--- src/rtl/slotq_pkg.sv ---
// Shared types for the slot-flag queue lock.
// Assumes nothing beyond being compiled before the modules that import it.
package slotq_pkg;
    typedef enum logic {
        SLOT_WAIT = 1'b0,
        SLOT_OWN  = 1'b1
    } slot_state_e;
endpackage

--- src/rtl/slotq_alloc.sv ---
// Place allocator: the tail counter (fetch-and-increment modulo SLOTS) and the count of held places.
// Assumes elig_i excludes requesters that already hold a place, and free_i pulses once per accepted release.
module slotq_alloc #(
    parameter int SLOTS = 4,
    parameter int NREQ  = 6,
    localparam int PW   = (SLOTS > 1) ? $clog2(SLOTS) : 1,
    localparam int CW   = $clog2(SLOTS + 1)
) (
    input  logic               clk,
    input  logic               rst_n,
    input  logic [NREQ-1:0]    elig_i,
    input  logic               free_i,
    output logic [NREQ-1:0]    take_o,
    output logic [NREQ-1:0]    refuse_o,
    output logic [NREQ*PW-1:0] place_o
);
    logic [PW-1:0] tail_q;
    logic [CW-1:0] used_q;
    logic [CW-1:0] taken_total;

    // Hand out consecutive places in ascending requester order while room remains.
    always_comb begin
        int taken;
        int room;
        taken = 0;
        room  = SLOTS - int'(used_q);
        for (int i = 0; i < NREQ; i++) begin
            take_o[i]             = 1'b0;
            refuse_o[i]           = 1'b0;
            place_o[i*PW +: PW]   = '0;
            if (elig_i[i]) begin
                if (taken < room) begin
                    take_o[i]           = 1'b1;
                    place_o[i*PW +: PW] = PW'((int'(tail_q) + taken) % SLOTS);
                    taken++;
                end else begin
                    refuse_o[i] = 1'b1;
                end
            end
        end
        taken_total = CW'(taken);
    end

    // Advance the tail and track occupancy.
    always_ff @(posedge clk) begin
        if (!rst_n) begin
            tail_q <= '0;
            used_q <= '0;
        end else begin
            tail_q <= PW'((int'(tail_q) + int'(taken_total)) % SLOTS);
            used_q <= used_q + taken_total - CW'(free_i);
        end
    end
endmodule

--- src/rtl/slotq_slots.sv ---
// Per-place flag array: each place holds wait or own, and an accepted release moves own to the successor.
// Assumes rel_ok_i is only raised for the place whose flag currently reads own, and SLOTS >= 2.
module slotq_slots
    import slotq_pkg::*;
#(
    parameter int SLOTS = 4,
    localparam int PW   = (SLOTS > 1) ? $clog2(SLOTS) : 1
) (
    input  logic             clk,
    input  logic             rst_n,
    input  logic             rel_ok_i,
    input  logic [PW-1:0]    rel_place_i,
    output logic [SLOTS-1:0] own_vec_o
);
    logic [PW-1:0] succ;

    // Successor place, wrapping modulo SLOTS.
    always_comb begin
        succ = (int'(rel_place_i) == SLOTS - 1) ? '0 : rel_place_i + 1'b1;
    end

    for (genvar k = 0; k < SLOTS; k++) begin : g_slot
        slot_state_e flag_q;

        // Place 0 starts as owner; on release, clear the releaser and set the successor.
        always_ff @(posedge clk) begin
            if (!rst_n) begin
                flag_q <= (k == 0) ? SLOT_OWN : SLOT_WAIT;
            end else if (rel_ok_i && rel_place_i == PW'(k)) begin
                flag_q <= SLOT_WAIT;
            end else if (rel_ok_i && succ == PW'(k)) begin
                flag_q <= SLOT_OWN;
            end
        end

        assign own_vec_o[k] = (flag_q == SLOT_OWN);
    end
endmodule

--- src/rtl/slotq_track.sv ---
// One requester's record: whether it holds a place, which place, and its grant read from that place's flag.
// Assumes take_i is only raised while the requester holds no place.
module slotq_track #(
    parameter int SLOTS = 4,
    localparam int PW   = (SLOTS > 1) ? $clog2(SLOTS) : 1
) (
    input  logic             clk,
    input  logic             rst_n,
    input  logic             take_i,
    input  logic [PW-1:0]    place_i,
    input  logic             rel_ok_i,
    input  logic [PW-1:0]    rel_place_i,
    input  logic [SLOTS-1:0] own_vec_i,
    output logic             enrolled_o,
    output logic             grant_o,
    output logic             holds_rel_o
);
    logic [PW-1:0] place_q;

    // Enrol on an accepted acquire; leave on an accepted release of the own place.
    always_ff @(posedge clk) begin
        if (!rst_n) begin
            enrolled_o <= 1'b0;
            place_q    <= '0;
        end else if (take_i) begin
            enrolled_o <= 1'b1;
            place_q    <= place_i;
        end else if (rel_ok_i && enrolled_o && place_q == rel_place_i) begin
            enrolled_o <= 1'b0;
        end
    end

    // Grant follows the private flag; holds_rel marks a release aimed at this holder.
    always_comb begin
        grant_o     = enrolled_o && own_vec_i[place_q];
        holds_rel_o = grant_o && (place_q == rel_place_i);
    end
endmodule

--- src/rtl/slotq_lock.sv ---
// Top of the slot-flag queue lock: allocator, flag array and one tracker per requester.
// Assumes rel_place is below SLOTS and reset is held for at least one edge.
module slotq_lock #(
    parameter int SLOTS = 4,
    parameter int NREQ  = 6,
    localparam int PW   = (SLOTS > 1) ? $clog2(SLOTS) : 1
) (
    input  logic               clk,
    input  logic               rst_n,
    input  logic [NREQ-1:0]    acq_req,
    output logic [NREQ-1:0]    acq_ok,
    output logic [NREQ-1:0]    acq_full,
    output logic [NREQ*PW-1:0] acq_place,
    output logic [NREQ-1:0]    grant,
    input  logic               rel_valid,
    input  logic [PW-1:0]      rel_place
);
    logic [NREQ-1:0]  enrolled;
    logic [NREQ-1:0]  holds_rel;
    logic [NREQ-1:0]  elig;
    logic [SLOTS-1:0] own_vec;
    logic             rel_ok;

    // Only requesters without a place may take one; a release counts only from the holder.
    always_comb begin
        elig   = acq_req & ~enrolled;
        rel_ok = rel_valid && (|holds_rel);
    end

    slotq_alloc #(.SLOTS(SLOTS), .NREQ(NREQ)) u_alloc (
        .clk      (clk),
        .rst_n    (rst_n),
        .elig_i   (elig),
        .free_i   (rel_ok),
        .take_o   (acq_ok),
        .refuse_o (acq_full),
        .place_o  (acq_place)
    );

    slotq_slots #(.SLOTS(SLOTS)) u_slots (
        .clk         (clk),
        .rst_n       (rst_n),
        .rel_ok_i    (rel_ok),
        .rel_place_i (rel_place),
        .own_vec_o   (own_vec)
    );

    for (genvar i = 0; i < NREQ; i++) begin : g_req
        slotq_track #(.SLOTS(SLOTS)) u_track (
            .clk         (clk),
            .rst_n       (rst_n),
            .take_i      (acq_ok[i]),
            .place_i     (acq_place[i*PW +: PW]),
            .rel_ok_i    (rel_ok),
            .rel_place_i (rel_place),
            .own_vec_i   (own_vec),
            .enrolled_o  (enrolled[i]),
            .grant_o     (grant[i]),
            .holds_rel_o (holds_rel[i])
        );
    end
endmodule

--- config.mk ---
export PLATFORM = sky130hd
export DESIGN_NAME = slotq_lock
export DESIGN_NICKNAME = d
export VERILOG_FILES = /design/src/rtl/slotq_pkg.sv /design/src/rtl/slotq_alloc.sv /design/src/rtl/slotq_slots.sv /design/src/rtl/slotq_track.sv /design/src/rtl/slotq_lock.sv
export SDC_FILE = /design/constraint.sdc
export NUM_CORES = 1
export LEC_CHECK = 0
export BUFFER_PORTS_ARGS = -buffer_cell sky130_fd_sc_hd__clkbuf_2
export CAP_MARGIN = 20
export CORE_MARGIN = 2
export CORE_UTILIZATION = 55
export DETAILED_ROUTE_END_ITERATION = 8
export PLACE_DENSITY = 0.78
export SLEW_MARGIN = 20
export SYNTH_ARGS = -nofsm -noshare
export SYNTH_HDL_FRONTEND = slang
export SYNTH_SLANG_ARGS = --single-unit
--- constraint.sdc ---
create_clock -name clk -period 12.9 [get_ports clk]
set_clock_uncertainty 0.15 [all_clocks]
set_input_delay 1.29 -clock clk [delete_from_list [all_inputs] [get_ports clk]]
set_output_delay 1.29 -clock clk [all_outputs]
set_load 0.1 [all_outputs]
==> reports/results.md, run 1 <==
| Metric | Reported | Unit |
|:---|:---|:---|
| Outcome | finished clean | - |
| Crit Reg-Reg Startpoint | u_alloc.used_q[0] | - |
| Antenna violations before repair | 0 | - |
| Antenna-violating nets left | 0 | - |
| Xor/xnor share of the synthesized area | 10.1 | % |
| Non-filler instance count after layout | 401 | - |
| Share of synthesized registers carrying an async set or reset | 0 | % |
| Hold Worst Slack | 0.359 | ns |
| Mean instance size in the synthesized netlist | 8.20 | sq um |
| CTS Hold Bufs | 0 | - |
| Critical path class | flop to output pin | - |
| Setup Buffers After CTS | 0 | - |
| Maximum count of clock buffers along a single path | 2 | - |
| Maximum capacitance violations | 0 | - |
| Fraction of the mapped netlist area in simple logic gates | 19.8 | % |
| Share of Yosys cell area claimed by the top area cell type | 20.5 | % |
| Placed cells | 397 | - |
| Maximum level of the CTS H-tree | 1 | - |
| Top library cells by usage in the layout, fill and taps aside | sky130_fd_sc_hd__clkbuf_2, sky130_fd_sc_hd__nor2_1, sky130_fd_sc_hd__dfxtp_1 | - |
| Critical path startpoint | u_alloc.used_q[0] | - |
| Via count of the first global-routing pass | 2269 | - |
| Slew at the pin closest to its max-slew limit | 0.791 | ns |
| Total Neg Setup Slack | 0 | ns |
| Minimum clock period after layout | 11.34 | ns |
| EDFF count, synth | 0 | - |
| Maximum number of pins on one net before global-route repair | 23 | - |
| Detailed-route wire length | 6440 | microns |
| Total track usage | 25.5 | % |
| Clock Sink Count | 27 | - |
| Slew Viols, Final | 0 | - |
| Worst slack at placement | 1.76 | ns |
| Class of the worst hold path | flop to flop | - |
| Global-route wire length before repair | 10600 | microns |
| Warning count from the yosys run | 0 | - |
| Cell repeated most along the worst path | sky130_fd_sc_hd__ha_1 | - |
| Net count of the mapped netlist | 359 | - |
| Post_cts resized | 0 | - |
| Row Count | 25 | - |
| Final-stage net count | 385 | - |
| Slowest CP cell | sky130_fd_sc_hd__a211oi_4 | - |
| Final setup violating endpoints | 0 | - |
| Origin of the worst min-delay path | g_req[3].u_track.enrolled_o | - |
| Antenna fix cells | 0 | - |
| Most common cell after layout, fill and taps aside | sky130_fd_sc_hd__clkbuf_2 | - |
| Final HPWL from detailed placement | 5140 | microns |
| Area of the die | 0.00537 | sq mm |
| Proportion of synthesized chip area in sequential cells | 20.5 | % |
| Final WS setup | 1.56 | ns |
| Slowest cell delay on critical path | 0.61 | ns |
| Clk Tree Root Cell | sky130_fd_sc_hd__clkbuf_8 | - |
| Type of element capturing the critical path | output pin | - |
| Wire length per cell after detailed routing | 16.1 | microns |
| Number of iterations in the first detailed-routing pass | 5 | - |
| Area contributors post-synth | sky130_fd_sc_hd__dfxtp_1, sky130_fd_sc_hd__ha_1, sky130_fd_sc_hd__xnor2_1, sky130_fd_sc_hd__nor2_1, sky130_fd_sc_hd__mux2i_1 | - |
| Number of fillers in the final layout | 418 | - |
| Synth unique cells | 55 | - |
| DR vias/cell | 5.97 | - |
| Highest clock frequency the design can meet | 0.0882 | GHz |
| Skew-Pair Late Insertion Delay | 0.28 | ns |
| Input/output buffers | 40 | - |
| Prevailing post-synth register cell | sky130_fd_sc_hd__dfxtp_1 | - |
| Horizontal die dimension | 73.3 | microns |
| Post-synthesis cell type with the largest combined area | sky130_fd_sc_hd__dfxtp_1 | - |
| Grt ovf | 0 | - |
| Effective utilization at floorplan | 56.6 | % |
| Multiplexer area fraction after synthesis | 9.57 | % |
| CTS tree | built | - |
| Rel. slew slack | 46.7 | % |
| Critical Path Source Type | flop | - |
| Register clock-pin slew on the reported worst setup and hold paths | 0.10 | ns |
| Weighted congestion at the end of routability-driven global placement | 0.938 | - |
| Post-Synth Adder-Cell Area | 12.6 | % |
| Final period utilization | 87.9 | % |
| P&R area growth vs syn | 7.20 | % |
| Remaining routing DRC violations | 0 | - |
| Crit path required time | 11.46 | ns |
| Total vias in the final route | 2394 | - |
| Die Ht | 73.3 | microns |
| Compound-cell area share of the yosys netlist | 19.4 | % |
| Gate count after technology mapping | 322 | - |
| Combinational family with the most area after synthesis | simple AND/OR/NAND/NOR gates | - |
| RSZ-0062 raised after global routing | false | - |
| Violation count after the first detailed-routing iteration | 191 | - |
| Netlist area before placement | 0.00264 | sq mm |
| Number of I/O pins | 41 | - |
| Arrival time worst endpoint | 9.90 | ns |
| Area of the placeable core | 0.00466 | sq mm |
| Number of hold violations in the final report | 0 | - |
| Register bit count reported by yosys | 27 | - |
| Layout cell share with drive strength beyond 1 | 18.4 | % |
| Clock buffers created by TritonCTS | 3 | - |
| Crit-path max FO | 11 | - |
## routing by layer
metal,GRT usage (%),wire length (microns),vias up
met4,8.23,131,0
met5,0,0,-
met2,43.7,3150,78
met3,4.80,374,13
met1,32.1,2780,1136
li1,-,-,1167
## cells in the mapped netlist (2+ instances only)
library cell and instances:
sky130_fd_sc_hd__nand2b_1 8, sky130_fd_sc_hd__nand4b_1 3, sky130_fd_sc_hd__nor2b_1 4, sky130_fd_sc_hd__xor2_1 7, sky130_fd_sc_hd__a21oi_1 21, sky130_fd_sc_hd__mux4_2 2
sky130_fd_sc_hd__o221ai_1 2, sky130_fd_sc_hd__a31oi_1 3, sky130_fd_sc_hd__buf_4 12, sky130_fd_sc_hd__o21a_1 5, sky130_fd_sc_hd__nand2_1 26, sky130_fd_sc_hd__or3_1 2
sky130_fd_sc_hd__mux2i_1 11, sky130_fd_sc_hd__nor4_1 3, sky130_fd_sc_hd__dfxtp_1 27, sky130_fd_sc_hd__o211ai_1 5, sky130_fd_sc_hd__mux2_2 6, sky130_fd_sc_hd__inv_1 20
sky130_fd_sc_hd__nor2_1 33, sky130_fd_sc_hd__inv_2 2, sky130_fd_sc_hd__nand3_1 4, sky130_fd_sc_hd__xnor2_1 19, sky130_fd_sc_hd__a211oi_1 3, sky130_fd_sc_hd__a21boi_0 2
sky130_fd_sc_hd__a21o_1 3, sky130_fd_sc_hd__mux2_4 2, sky130_fd_sc_hd__clkbuf_1 6, sky130_fd_sc_hd__ha_1 25, sky130_fd_sc_hd__o21ai_0 17, sky130_fd_sc_hd__and2_1 14
## worst max-delay path, delay by kind of cell (launching register included)
kind                       cells  cell delay (ns)
xor gates and xnor gates       1             0.25
DFF                            1             0.48
muxes                          4             1.34
AOI/OAI and AO/OA             12             2.49
buffers and inverters          4             0.95
and+or+nand+nor               10             2.41
adders and majority gates      6             1.68
## metrics by stage
step	utilization (%)	area [sq um]
after floorplan	-	2640
after global placement	59.7	2780
after detailed placement	59.7	2780
after CTS	60.7	2830
after global routing	60.7	2830
final	60.7	2830
## cells by family (layout without fill, tap and decap cells)
kind of cell | after synthesis | count (layout)
AO/OA/AOI/OAI | 72 | 72
buffers and inverters | 42 | 67
flip-flops | 27 | 27
AND/OR/NAND/NOR | 106 | 106
XOR/XNOR | 28 | 28
adder cells (fa/ha/maj) | 26 | 26
multiplexers | 21 | 21
## final timing paths
check	slack (ns)	cells past startpoint	to
hold / removal	0.36	2	g_req[3].u_track.enrolled_o
hold reg to reg	0.36	2	g_req[3].u_track.enrolled_o
setup / recovery	1.56	37	acq_place[10]
setup reg to reg	2.08	41	u_alloc.used_q[2]
## flip-flops by register name (all words and copies together) (netlist names)
name	count
g_req.u_track.place_q	12
u_slots.g_slot.flag_q	4
u_alloc.tail_q	2
u_alloc.used_q	3
g_req.u_track.enrolled_o	6
## layout make-up
| cell class | count | area (sq um) | share of cell area [%] |
|---|---|---|---|
| sequential | 27 | 541 | 19.1 |
| inverter | 23 | 88.8 | 3.14 |
| multi-input combinational | 253 | 1890 | 66.7 |
| clock inverter | 1 | 5.00 | 0.177 |
| timing repair buffer | 40 | 200 | 7.07 |
| clock buffer | 3 | 41.3 | 1.46 |
| tap | 54 | 67.6 | 2.39 |
Power of run 1 is left out: the tool's default activity adds up to more than one toggle a clock period on the data nets, which glitch-free logic cannot reach.
==> run 2, diff against run 1 <==
--- a/config.mk
+++ b/config.mk
@@ -7,11 +7,13 @@
 export LEC_CHECK = 0
 export BUFFER_PORTS_ARGS = -buffer_cell sky130_fd_sc_hd__clkbuf_2
 export CAP_MARGIN = 20
+export CELL_PAD_IN_SITES_DETAIL_PLACEMENT = 1
+export CELL_PAD_IN_SITES_GLOBAL_PLACEMENT = 2
 export CORE_MARGIN = 2
-export CORE_UTILIZATION = 55
+export CORE_UTILIZATION = 34
 export DETAILED_ROUTE_END_ITERATION = 8
-export PLACE_DENSITY = 0.78
-export SLEW_MARGIN = 20
+export PLACE_DENSITY_LB_ADDON = 0.1
+export SLEW_MARGIN = 25
 export SYNTH_ARGS = -nofsm -noshare
 export SYNTH_HDL_FRONTEND = slang
 export SYNTH_SLANG_ARGS = --single-unit
==> run 2 against run 1 <==
Design area up 2.4%. Routed wire length up 22%. Count of clock-buffer cells in the layout unchanged. Die area up 58%. Worst setup slack worse by 0.20 ns. Sequential share of layout area down 0.45 points. Non-clock buffer count up 1. Highest routed layer unchanged.
==> reports/results.md, run 2 (synthesis results as in run 1) <==
| Metric | Reported | Unit | Delta |
|:---|:---|:---|:---|
| Number of I/O pins | 41 | - | unchanged |
| Type of element capturing the critical path | output pin | - |  |
| Skew-Pair Late Insertion Delay | 0.28 | ns | about the same |
| Number of stages on the worst hold path | 2 | - | unchanged |
| Endpoint of the worst register-to-register path | u_alloc.used_q[2] | - |  |
| Layout cell share with drive strength beyond 1 | 18.7 | % | +0.23 points |
| Endpoint of the worst hold-timing path | g_req[3].u_track.enrolled_o | - |  |
| Maximum count of clock buffers along a single path | 2 | - | unchanged |
| CTS tree | built | - |  |
| Global-route wire length before repair | 12600 | microns | +20% |
| Clk Tree Root Cell | sky130_fd_sc_hd__clkbuf_8 | - |  |
| Grt ovf | 0 | - | unchanged |
| Detailed-route wire length | 7830 | microns | +22% |
| Biggest regs | g_req.u_track.place_q x12, g_req.u_track.enrolled_o x6, u_slots.g_slot.flag_q x4 | - |  |
| Largest register by flop count | g_req.u_track.place_q | - |  |
| Violation count after the first detailed-routing iteration | 54 | - | -72% |
| Slowest cell delay on critical path | 0.56 | ns | -0.05 ns |
| Worst-case register-to-register setup slack | 1.86 | ns | -0.22 ns |
| Arrival time worst endpoint | 10.10 | ns | +0.20 ns |
| P&R area growth vs syn | 9.76 | % |  |
| Antenna-violating nets left | 0 | - | unchanged |
| Final-stage net count | 386 | - | +0.26% |
| Final setup violating endpoints | 0 | - | unchanged |
| Antenna fix cells | 0 | - | unchanged |
| Crit-path max FO | 11 | - | unchanged |
| Critical Path Source Type | flop | - |  |
| Final period utilization | 89.5 | % | +1.6 points |
| Via count of the first global-routing pass | 2429 | - | +7.1% |
| Cell repeated most along the worst path | sky130_fd_sc_hd__ha_1 | - |  |
| RSZ-0062 raised after global routing | false | - |  |
| Slew at the pin closest to its max-slew limit | 0.782 | ns | -0.00891 ns |
| Minimum clock period after layout | 11.54 | ns | +0.202 ns |
| Remaining routing DRC violations | 0 | - | unchanged |
| Area of the die | 0.00849 | sq mm | +58% |
| Maximum capacitance violations | 0 | - | unchanged |
| CTS Hold Bufs | 0 | - | unchanged |
| Post_cts resized | 0 | - | unchanged |
| Number of hold violations in the final report | 0 | - | unchanged |
| Crit path required time | 11.46 | ns | about the same |
| Setup Buffers After CTS | 0 | - | unchanged |
| Input/output buffers | 40 | - | unchanged |
| Largest register FFs | 12 | - | unchanged |
| Crit Reg-Reg Startpoint | u_alloc.used_q[0] | - |  |
| Row Count | 32 | - | +28% |
| Rel. slew slack | 47.8 | % | +1.1 points |
| Register clock-pin slew on the reported worst setup and hold paths | 0.10 | ns | about the same |
| Final HPWL from detailed placement | 6370 | microns | +24% |
| Maximum number of pins on one net before global-route repair | 23 | - | unchanged |
| Total track usage | 18.7 | % | -6.8 points |
| Weighted congestion at the end of routability-driven global placement | 0.857 | - | -8.7% |
| Horizontal die dimension | 92.1 | microns | +26% |
| Top delay family on crit path | simple AND/OR/NAND/NOR gates | - |  |
| Slew Viols, Final | 0 | - | unchanged |
| Cell depth of the worst flop-to-flop path | 41 | - | unchanged |
| Maximum level of the CTS H-tree | 1 | - | unchanged |
| Effective utilization at floorplan | 34.7 | % | -22 points |
| Wire length per cell after detailed routing | 17.4 | microns | +8.4% |
| Highest clock frequency the design can meet | 0.0866 | GHz | -1.8% |
| Antenna violations before repair | 0 | - | unchanged |
| Total vias in the final route | 2356 | - | -1.6% |
| Class of the worst hold path | flop to flop | - |  |
| Clock Sink Count | 27 | - | unchanged |
| Total Neg Setup Slack | 0 | ns | unchanged |
| Number of iterations in the first detailed-routing pass | 4 | - | -1 |
| DR vias/cell | 5.24 | - | -12% |
| Top library cells by usage in the layout, fill and taps aside | sky130_fd_sc_hd__clkbuf_2, sky130_fd_sc_hd__nor2_1, sky130_fd_sc_hd__dfxtp_1 | - |  |
| Outcome | finished clean | - |  |
| Most common cell after layout, fill and taps aside | sky130_fd_sc_hd__clkbuf_2 | - |  |
| Die Ht | 92.1 | microns | +26% |
| Slowest CP cell | sky130_fd_sc_hd__or3_1 | - |  |
| Critical path class | flop to output pin | - |  |
| Area of the placeable core | 0.00761 | sq mm | +63% |
| Clock buffers created by TritonCTS | 3 | - | unchanged |
| Count of buffer and inverter cells on the critical path | 4 | - | unchanged |
| Origin of the worst min-delay path | g_req[3].u_track.enrolled_o | - |  |
## run 2: through the flow
| step | cell area, sq um | hold WS [ns] | cells | worst slack (ns) | utilization (%) |
|---|---|---|---|---|---|
| 2_1_floorplan | 2640 | 0.311 | 322 | 2.08 | - |
| 3_3_place_gp | 2850 | 0.366 | 446 | 1.73 | 37.5 |
| 3_5_place_dp | 2850 | 0.354 | 446 | 1.54 | 37.5 |
| 4_1_cts | 2900 | 0.368 | 450 | 1.33 | 38.1 |
| 5_1_grt | 2900 | 0.396 | 450 | 0.483 | 38.1 |
| 6_report | 2900 | 0.359 | 450 | 1.36 | 38.1 |
## run 2: worst max-delay path by stage
stage	from	to	slack (ns)	cells after the start
after floorplan	acq_req[0]	acq_place[11]	2.08	34
after global placement	acq_req[0]	acq_place[10]	1.73	36
after detailed placement	acq_req[0]	acq_place[10]	1.54	36
after CTS	u_alloc.used_q[0]	acq_place[10]	1.33	37
after global routing	u_alloc.used_q[0]	acq_place[10]	0.48	37
final	u_alloc.used_q[0]	acq_place[10]	1.36	37
## run 2: cell type report
type | count | area, sq um
Clock buffer | 3 | 41.3
Clock inverter | 1 | 5.00
Fill cell | 964 | 4710
Inverter | 23 | 88.8
Multi-Input combinational cell | 253 | 1890
Sequential cell | 27 | 541
Tap cell | 102 | 128
Timing Repair Buffer | 41 | 208
## run 2: layer usage
layer / vias up / global-route usage [%] / routed length [microns]
li1: 1168 / - / -
met1: 1148 / 25.7 / 3920
met2: 36 / 32.0 / 3620
met3: 4 / 2.30 / 226
met4: 0 / 2.49 / 55
met5: - / 0 / 0
## run 2: tightest hold or removal path: cells and delay by family, from the launching register on
family | cells | cell delay, ns
flip-flops | 1 | 0.33
AO/OA/AOI/OAI | 2 | 0.13
Power of run 2 is left out for the same reason.
